==> config.mk <==
export PLATFORM = sky130hd
export DESIGN_NAME = sec_rtc
export DESIGN_NICKNAME = d
export VERILOG_FILES = /design/src/rtl/rtc_pkg.sv /design/src/rtl/rtc_rst_sync.sv /design/src/rtl/rtc_prescaler.sv /design/src/rtl/rtc_timekeep.sv /design/src/rtl/rtc_regs.sv /design/src/rtl/sec_rtc.sv
export SDC_FILE = /design/constraint.sdc
export NUM_CORES = 1
export LEC_CHECK = 0
export BUFFER_PORTS_ARGS = -buffer_cell sky130_fd_sc_hd__buf_2
export CELL_PAD_IN_SITES_DETAIL_PLACEMENT = 1
export CELL_PAD_IN_SITES_GLOBAL_PLACEMENT = 2
export CORE_ASPECT_RATIO = 0.75
export CORE_MARGIN = 8
export CORE_UTILIZATION = 27
export DETAILED_ROUTE_END_ITERATION = 12
export PLACE_DENSITY_LB_ADDON = 0.05
export SLEW_MARGIN = 40
export SYNTH_ARGS = -nofsm -noshare
export SYNTH_HDL_FRONTEND = slang
export SYNTH_HIERARCHICAL = 1
export SYNTH_SLANG_ARGS = --single-unit
==> constraint.sdc <==
create_clock -name clk -period 7.5 [get_ports clk]
set_input_delay 0 -clock clk [delete_from_list [all_inputs] [get_ports clk]]
set_output_delay 0 -clock clk [all_outputs]
set_load 0.05 [all_outputs]
==> src/rtl/rtc_pkg.sv <==
package rtc_pkg;
  localparam int ADDR_W  = 8;
  localparam int DATA_W  = 32;
  localparam int WHOLE_W = 16;
  localparam int FRAC_W  = 5;
  localparam int CAL_W   = WHOLE_W + FRAC_W;
  localparam int PHASE_W = 4;

  localparam logic [ADDR_W-1:0] OFS_SET_WR = 8'h00;
  localparam logic [ADDR_W-1:0] OFS_SET_RD = 8'h04;
  localparam logic [ADDR_W-1:0] OFS_CAL    = 8'h08;
  localparam logic [ADDR_W-1:0] OFS_NOW    = 8'h10;
  localparam logic [ADDR_W-1:0] OFS_STAT   = 8'h20;
  localparam logic [ADDR_W-1:0] OFS_CTRL   = 8'h40;

  localparam logic [CAL_W-1:0] CAL_RESET = 21'h198233;
  localparam int CTRL_BATT_BIT = 31;
  localparam int CTRL_IE_BIT   = 0;
endpackage

==> src/rtl/rtc_rst_sync.sv <==
module rtc_rst_sync #(
  parameter int STAGES = 2
) (
  input  logic clk,
  input  logic rst_n,
  output logic rst_sn
);
  logic [STAGES-1:0] chain_q;

  always_ff @(posedge clk or negedge rst_n) begin
    if (!rst_n) chain_q <= '0;
    else        chain_q <= {chain_q[STAGES-2:0], 1'b1};
  end

  assign rst_sn = chain_q[STAGES-1];
endmodule

==> src/rtl/rtc_prescaler.sv <==
module rtc_prescaler #(
  parameter int WHOLE_W = rtc_pkg::WHOLE_W,
  parameter int FRAC_W  = rtc_pkg::FRAC_W,
  parameter int PHASE_W = rtc_pkg::PHASE_W
) (
  input  logic                       clk,
  input  logic                       rst_n,
  input  logic                       xtal_en,
  input  logic                       restart,
  input  logic [WHOLE_W+FRAC_W-1:0]  cal,
  output logic                       tick
);
  localparam int CNT_W = WHOLE_W + 1;

  logic [CNT_W-1:0]   cnt_q, cnt_d;
  logic [PHASE_W-1:0] phase_q, phase_d;
  logic [CNT_W-1:0]   limit;
  logic               stretch;
  logic               at_end;

  // Extra crystal cycle while the second index is below the fraction field.
  assign stretch = ({{(FRAC_W-PHASE_W){1'b0}}, phase_q} < cal[WHOLE_W+FRAC_W-1:WHOLE_W]);
  assign limit   = {1'b0, cal[WHOLE_W-1:0]} + {{(CNT_W-1){1'b0}}, stretch};
  assign at_end  = (cnt_q >= limit);
  assign tick    = xtal_en & ~restart & at_end;

  always_comb begin
    cnt_d   = cnt_q;
    phase_d = phase_q;
    if (restart) begin
      cnt_d   = '0;
      phase_d = '0;
    end else if (xtal_en) begin
      if (at_end) begin
        cnt_d   = '0;
        phase_d = phase_q + 1'b1;
      end else begin
        cnt_d   = cnt_q + 1'b1;
      end
    end
  end

  always_ff @(posedge clk or negedge rst_n) begin
    if (!rst_n) begin
      cnt_q   <= '0;
      phase_q <= '0;
    end else begin
      cnt_q   <= cnt_d;
      phase_q <= phase_d;
    end
  end


  cnt_bound_chk: assert property (@(posedge clk) disable iff (!rst_n)
    cnt_q <= limit);


  phase_step_chk: assert property (@(posedge clk) disable iff (!rst_n)
    tick |=> phase_q == $past(phase_q) + 1'b1);


  restart_clear_chk: assert property (@(posedge clk) disable iff (!rst_n)
    restart |=> (cnt_q == '0) && (phase_q == '0));
endmodule

==> src/rtl/rtc_timekeep.sv <==
module rtc_timekeep #(
  parameter int DATA_W = rtc_pkg::DATA_W
) (
  input  logic              clk,
  input  logic              rst_n,
  input  logic              tick,
  input  logic              set_wr,
  input  logic [DATA_W-1:0] wdata,
  output logic [DATA_W-1:0] set_val,
  output logic [DATA_W-1:0] now_val
);
  logic [DATA_W-1:0] set_q, set_d;
  logic [DATA_W-1:0] now_q, now_d;
  logic              pend_q, pend_d;

  always_comb begin
    set_d  = set_q;
    now_d  = now_q;
    pend_d = pend_q;
    if (tick) begin
      if (pend_q) begin
        now_d  = set_q;
        pend_d = 1'b0;
      end else begin
        now_d  = now_q + 1'b1;
      end
    end
    if (set_wr) begin
      set_d  = wdata;
      pend_d = 1'b1;
    end
  end

  always_ff @(posedge clk or negedge rst_n) begin
    if (!rst_n) begin
      set_q  <= '0;
      now_q  <= '0;
      pend_q <= 1'b0;
    end else begin
      set_q  <= set_d;
      now_q  <= now_d;
      pend_q <= pend_d;
    end
  end

  assign set_val = set_q;
  assign now_val = now_q;


  load_chk: assert property (@(posedge clk) disable iff (!rst_n)
    tick && pend_q && !set_wr |=> (now_q == $past(set_q)) && !pend_q);


  incr_chk: assert property (@(posedge clk) disable iff (!rst_n)
    tick && !pend_q |=> now_q == $past(now_q) + 1'b1);


  hold_chk: assert property (@(posedge clk) disable iff (!rst_n)
    !tick |=> $stable(now_q));
endmodule

==> src/rtl/rtc_regs.sv <==
module rtc_regs #(
  parameter int ADDR_W = rtc_pkg::ADDR_W,
  parameter int DATA_W = rtc_pkg::DATA_W,
  parameter int CAL_W  = rtc_pkg::CAL_W
) (
  input  logic              clk,
  input  logic              rst_n,
  input  logic              bus_wr,
  input  logic [ADDR_W-1:0] bus_addr,
  input  logic [DATA_W-1:0] bus_wdata,
  input  logic              tick,
  input  logic [DATA_W-1:0] set_val,
  input  logic [DATA_W-1:0] now_val,
  output logic              set_wr,
  output logic              cal_wr,
  output logic [CAL_W-1:0]  cal,
  output logic [DATA_W-1:0] bus_rdata,
  output logic              irq
);
  import rtc_pkg::*;

  logic [CAL_W-1:0] cal_q, cal_d;
  logic             batt_q, batt_d;
  logic             ie_q, ie_d;
  logic             flag_q, flag_d;
  logic             stat_wr, ctrl_wr;
  logic             unused_wbits;

  assign unused_wbits = ^bus_wdata[CTRL_BATT_BIT-1:CAL_W];

  assign set_wr  = bus_wr & (bus_addr == OFS_SET_WR);
  assign cal_wr  = bus_wr & (bus_addr == OFS_CAL);
  assign stat_wr = bus_wr & (bus_addr == OFS_STAT);
  assign ctrl_wr = bus_wr & (bus_addr == OFS_CTRL);

  always_comb begin
    cal_d  = cal_q;
    batt_d = batt_q;
    ie_d   = ie_q;
    flag_d = flag_q;
    if (cal_wr) cal_d = bus_wdata[CAL_W-1:0];
    if (ctrl_wr) begin
      batt_d = bus_wdata[CTRL_BATT_BIT];
      ie_d   = bus_wdata[CTRL_IE_BIT];
    end
    if (stat_wr && bus_wdata[0]) flag_d = 1'b0;
    if (tick) flag_d = 1'b1;
  end

  always_ff @(posedge clk or negedge rst_n) begin
    if (!rst_n) begin
      cal_q  <= CAL_RESET;
      batt_q <= 1'b0;
      ie_q   <= 1'b0;
      flag_q <= 1'b0;
    end else begin
      cal_q  <= cal_d;
      batt_q <= batt_d;
      ie_q   <= ie_d;
      flag_q <= flag_d;
    end
  end

  always_comb begin
    bus_rdata = '0;
    case (bus_addr)
      OFS_SET_RD: bus_rdata = set_val;
      OFS_CAL:    bus_rdata = {{(DATA_W-CAL_W){1'b0}}, cal_q};
      OFS_NOW:    bus_rdata = now_val;
      OFS_STAT:   bus_rdata = {{(DATA_W-1){1'b0}}, flag_q};
      OFS_CTRL: begin
        bus_rdata[CTRL_BATT_BIT] = batt_q;
        bus_rdata[CTRL_IE_BIT]   = ie_q;
      end
      default:    bus_rdata = '0;
    endcase
  end

  assign cal = cal_q;
  assign irq = flag_q & ie_q;


  flag_set_chk: assert property (@(posedge clk) disable iff (!rst_n)
    tick |=> flag_q);


  flag_hold_chk: assert property (@(posedge clk) disable iff (!rst_n)
    flag_q && !stat_wr |=> flag_q);


  irq_gate_chk: assert property (@(posedge clk) disable iff (!rst_n)
    !ie_q |-> !irq);
endmodule

==> src/rtl/sec_rtc.sv <==
module sec_rtc #(
  parameter int ADDR_W  = rtc_pkg::ADDR_W,
  parameter int DATA_W  = rtc_pkg::DATA_W,
  parameter int WHOLE_W = rtc_pkg::WHOLE_W,
  parameter int FRAC_W  = rtc_pkg::FRAC_W,
  parameter int PHASE_W = rtc_pkg::PHASE_W
) (
  input  logic              clk,
  input  logic              rst_n,
  input  logic              xtal_en,
  input  logic              bus_wr,
  input  logic [ADDR_W-1:0] bus_addr,
  input  logic [DATA_W-1:0] bus_wdata,
  output logic [DATA_W-1:0] bus_rdata,
  output logic              irq
);
  localparam int CAL_W = WHOLE_W + FRAC_W;

  logic              rst_sn;
  logic              tick;
  logic              set_wr;
  logic              cal_wr;
  logic [CAL_W-1:0]  cal;
  logic [DATA_W-1:0] set_val;
  logic [DATA_W-1:0] now_val;

  rtc_rst_sync #(.STAGES(2)) u_rst (
    .clk    (clk),
    .rst_n  (rst_n),
    .rst_sn (rst_sn)
  );

  rtc_prescaler #(.WHOLE_W(WHOLE_W), .FRAC_W(FRAC_W), .PHASE_W(PHASE_W)) u_presc (
    .clk     (clk),
    .rst_n   (rst_sn),
    .xtal_en (xtal_en),
    .restart (cal_wr),
    .cal     (cal),
    .tick    (tick)
  );

  rtc_timekeep #(.DATA_W(DATA_W)) u_time (
    .clk     (clk),
    .rst_n   (rst_sn),
    .tick    (tick),
    .set_wr  (set_wr),
    .wdata   (bus_wdata),
    .set_val (set_val),
    .now_val (now_val)
  );

  rtc_regs #(.ADDR_W(ADDR_W), .DATA_W(DATA_W), .CAL_W(CAL_W)) u_regs (
    .clk       (clk),
    .rst_n     (rst_sn),
    .bus_wr    (bus_wr),
    .bus_addr  (bus_addr),
    .bus_wdata (bus_wdata),
    .tick      (tick),
    .set_val   (set_val),
    .now_val   (now_val),
    .set_wr    (set_wr),
    .cal_wr    (cal_wr),
    .cal       (cal),
    .bus_rdata (bus_rdata),
    .irq       (irq)
  );
endmodule

==> reports/metrics.yaml <==
path_class: "register to register"
p_per_area_nw_per_um2: 210
initial_core_util_pct: 27.5
area_growth_pct: 20.9
synthCells: 666
clock_latency_ps: 370
synthArstFlopShare_pct: 100
max-clock-path-buffers: 2
ioPinCount: 77
drive_above_1_share_pct: 22.0
cp.arrival_ps: 6320
critical_path.max_fanout: 37
setup-tns-final_ps: 0
fin_crit_ps: 6090
via_per_inst: 5.13
hp-start: "xtal_en"
netlist-cell-type-count: 66
syn-cell-area_um2: 6580
path_clk_slew_ps: 90
instances_no_fill: 1099
stdcell_area_um2: 7960
r2r-start: "u_regs/cal[17]"
cap_violations: 0
die_h_um: 151
cp-start-kind: "register"
max_freq_ghz: 0.164
gp_congestion: 0.768
synth_ff_type: "dfrtp_1"
path_cells: "inv_1 > ha_1 > a21o_1 > a21o_1 > a21oi_1 > or2_2 > ha_1 > ha_1 > nand4_1 > nor2_1 > nand3_1 > xor2_1 > ha_1 > a21oi_1 > o21ai_0 > a221oi_1 > nand2b_1 > a21oi_2 > buf_4 > inv_1 > nor2_1 > a221oi_1 > mux2i_1"
worst_slew_pin_slew_ps: 857
num_vias: 5643
wl_per_cell_um: 20.3
report.final.slew_viol_count: 0
setup_viol: 0
crit_path_top_delay_cell: "a221oi_1"
post-synth-top-count-cell: "dfrtp_1"
antenna_cells: 0
synthTopCellsByCount: "103 x dfrtp_1, 48 x nand2_1, 47 x nor2_1"
critPathMaxStageDelay_ps: 770
status: "completed"
ys_seq_area_share_pct: 42.7
synth_fp_nets: 736
finalWorstSetupSlack_ps: 1410
ff2ff_setup_slack_ps: 1410
yosys-top-cells-area: "dfrtp_1 39%, mux2_2 6.7%, ha_1 4.9%"
yosysTopAreaCell: "dfrtp_1"
critPathTopFamily: "compound AO/OA/AOI/OAI gates"
io_buffers: 76
nNetsFinal: 833
grt_overflow: 0
yosysWarnings: 6
first_pass_iters: 7
cts_buffers: 9
clock_skew_ps: 17.9
hp-class: "primary input to register"
worstSetupEndpointType: "register"
grt_max_degree: 75
finalCritPeriodShare_pct: 81.2
cts.sink_count: 112
avgSynthCellArea_um2: 9.88
place_area_um2: 7330
relSlewSlack_pct: 42.9
chipWidth_um: 196
ys_ff_latch: 112
required_ps: 7740
drtAntennaViolNets: 0
rsz0062_at_grt: "no"
die_area_um2: 29700
cts_tree: "built"
grt_pass1_vias: 6086
place_hpwl_um: 15900
dp_slack_ps: 1470
htree_levels: 3
drc: 0
crit_buf_inv: 3
num_rows: 49
dp.cells: 1048
track_usage_pct: 15.6
wirelength_um: 22300
synth_edf_count: 0
ir_worst_vdd_mv: 0.112
synth_top_area_share_pct: 39.2
core_area_um2: 24000
critPathLaunch: "u_regs/cal[17]"
critPathMostFrequentCell: "ha_1"
grt_pass1_wl_um: 36100
final.fill_count: 2719
postCtsSetupBuffers: 0
drtIter0Drc: 351
cts_root_buffer: "clkbuf_16"
hold_viol: 0
p_leak_nw: 3.67
grt_antenna_before_repair: 0
[state kept, by name, indices dropped and copies added, names as in the netlist]
signal,flops
u_presc/cnt_q,17
u_presc/phase_q,4
u_regs/batt_q,1
u_regs/cal,21
u_regs/flag_q,1
u_regs/ie_q,1
u_rst/chain_q,2
u_time/now_val,32
u_time/pend_q,1
u_time/set_val,32
[repair_timing]
item,4_1_cts,5_1_grt
gates resized for setup,0,0
endpoints found under the setup margin,0,0
endpoints found under the hold margin,58,0
hold buffers,35,0
[power breakdown]
part | internal [mW] | leakage, nW | switching [mW]
Sequential | 0.678 | 1.43 | 0.110
Combinational | 0.174 | 2.10 | 0.235
Clock | 0.230 | 0.136 | 0.247
Total | 1.08 | 3.67 | 0.592
[logic make-up after synthesis]
family	after synthesis	synth area share [%]
compound gates	143	15.5
other cells	1	0.0570
fa+ha+maj	26	4.94
xor+xnor	29	3.86
flops	112	42.7
mux	66	11.2
buf+inv	71	4.45
simple gates	218	17.3
[cells in the final DEF, fill, tap and decap left out, types with 9 or more instances in the layout]
| cell | instances |
|---|---|
| nor3_1 | 15 |
| mux2_1 | 19 |
| o21ai_0 | 22 |
| nand4_1 | 18 |
| dlygate4sd3_1 | 35 |
| nor2_1 | 46 |
| inv_1 | 34 |
| nand2_1 | 48 |
| xnor2_1 | 10 |
| dfstp_2 | 9 |
| a21oi_1 | 38 |
| ha_1 | 26 |
| clkbuf_16 | 9 |
| dfrtp_1 | 102 |
| mux2_2 | 39 |
| a222oi_1 | 20 |
| buf_2 | 76 |
| nand3_1 | 38 |
| a22o_1 | 10 |
| xor2_1 | 19 |
| buf_4 | 10 |
[path summary, 6_finish.rpt]
kind | end | cells after the start
max | u_time/now_val[29] | 23
min | u_presc/cnt_q[1] | 3
max reg2reg | u_time/now_val[29] | 23
min reg2reg | u_time/now_val[2] | 0
max in group asynchronous | u_time/set_val[12] | 1
min in group asynchronous | u_time/now_val[2] | 0
[per-stage QoR]
step	hold WS [ps]	utilization [%]	power [mW]
after floorplan	-296	-	1.05
after global placement	-214	30.5	1.18
after detailed placement	-211	30.6	1.20
after CTS	26.7	33.2	1.71
after global routing	56.2	33.2	1.79
final	45.3	33.2	1.67
[worst reg2reg max path, delay by kind of cell, from the launching register on]
kind	cells	cell delay, ps
simple gates	6	1430
compound gates	8	1820
fa+ha+maj	4	990
xor+xnor	1	170
mux	1	110
flops	1	380
buf+inv	3	1030
[cell type report]
class / count / area [um2] / share of cell area [%]
clock buffers: 9 / 225 / 2.83
well taps: 331 / 414 / 5.20
repair buffers: 122 / 820 / 10.3
inverters: 35 / 131 / 1.65
multi-input cells: 483 / 3500 / 43.9
clock inverters: 7 / 56.3 / 0.707
flip-flops and latches: 112 / 2820 / 35.4
[layer usage]
layer | share of wire [%] | wire (um) | vias up | global-route usage, %
li1 | - | - | 2657 | -
met1 | 52 | 11600 | 2888 | 22.1
met2 | 44 | 9730 | 85 | 23.9
met3 | 3.3 | 743 | 13 | 3.35
met4 | 1.2 | 264 | 0 | 3.89
met5 | 0 | 0 | - | 0
No activity file was read; power rests on OpenSTA's default activity.
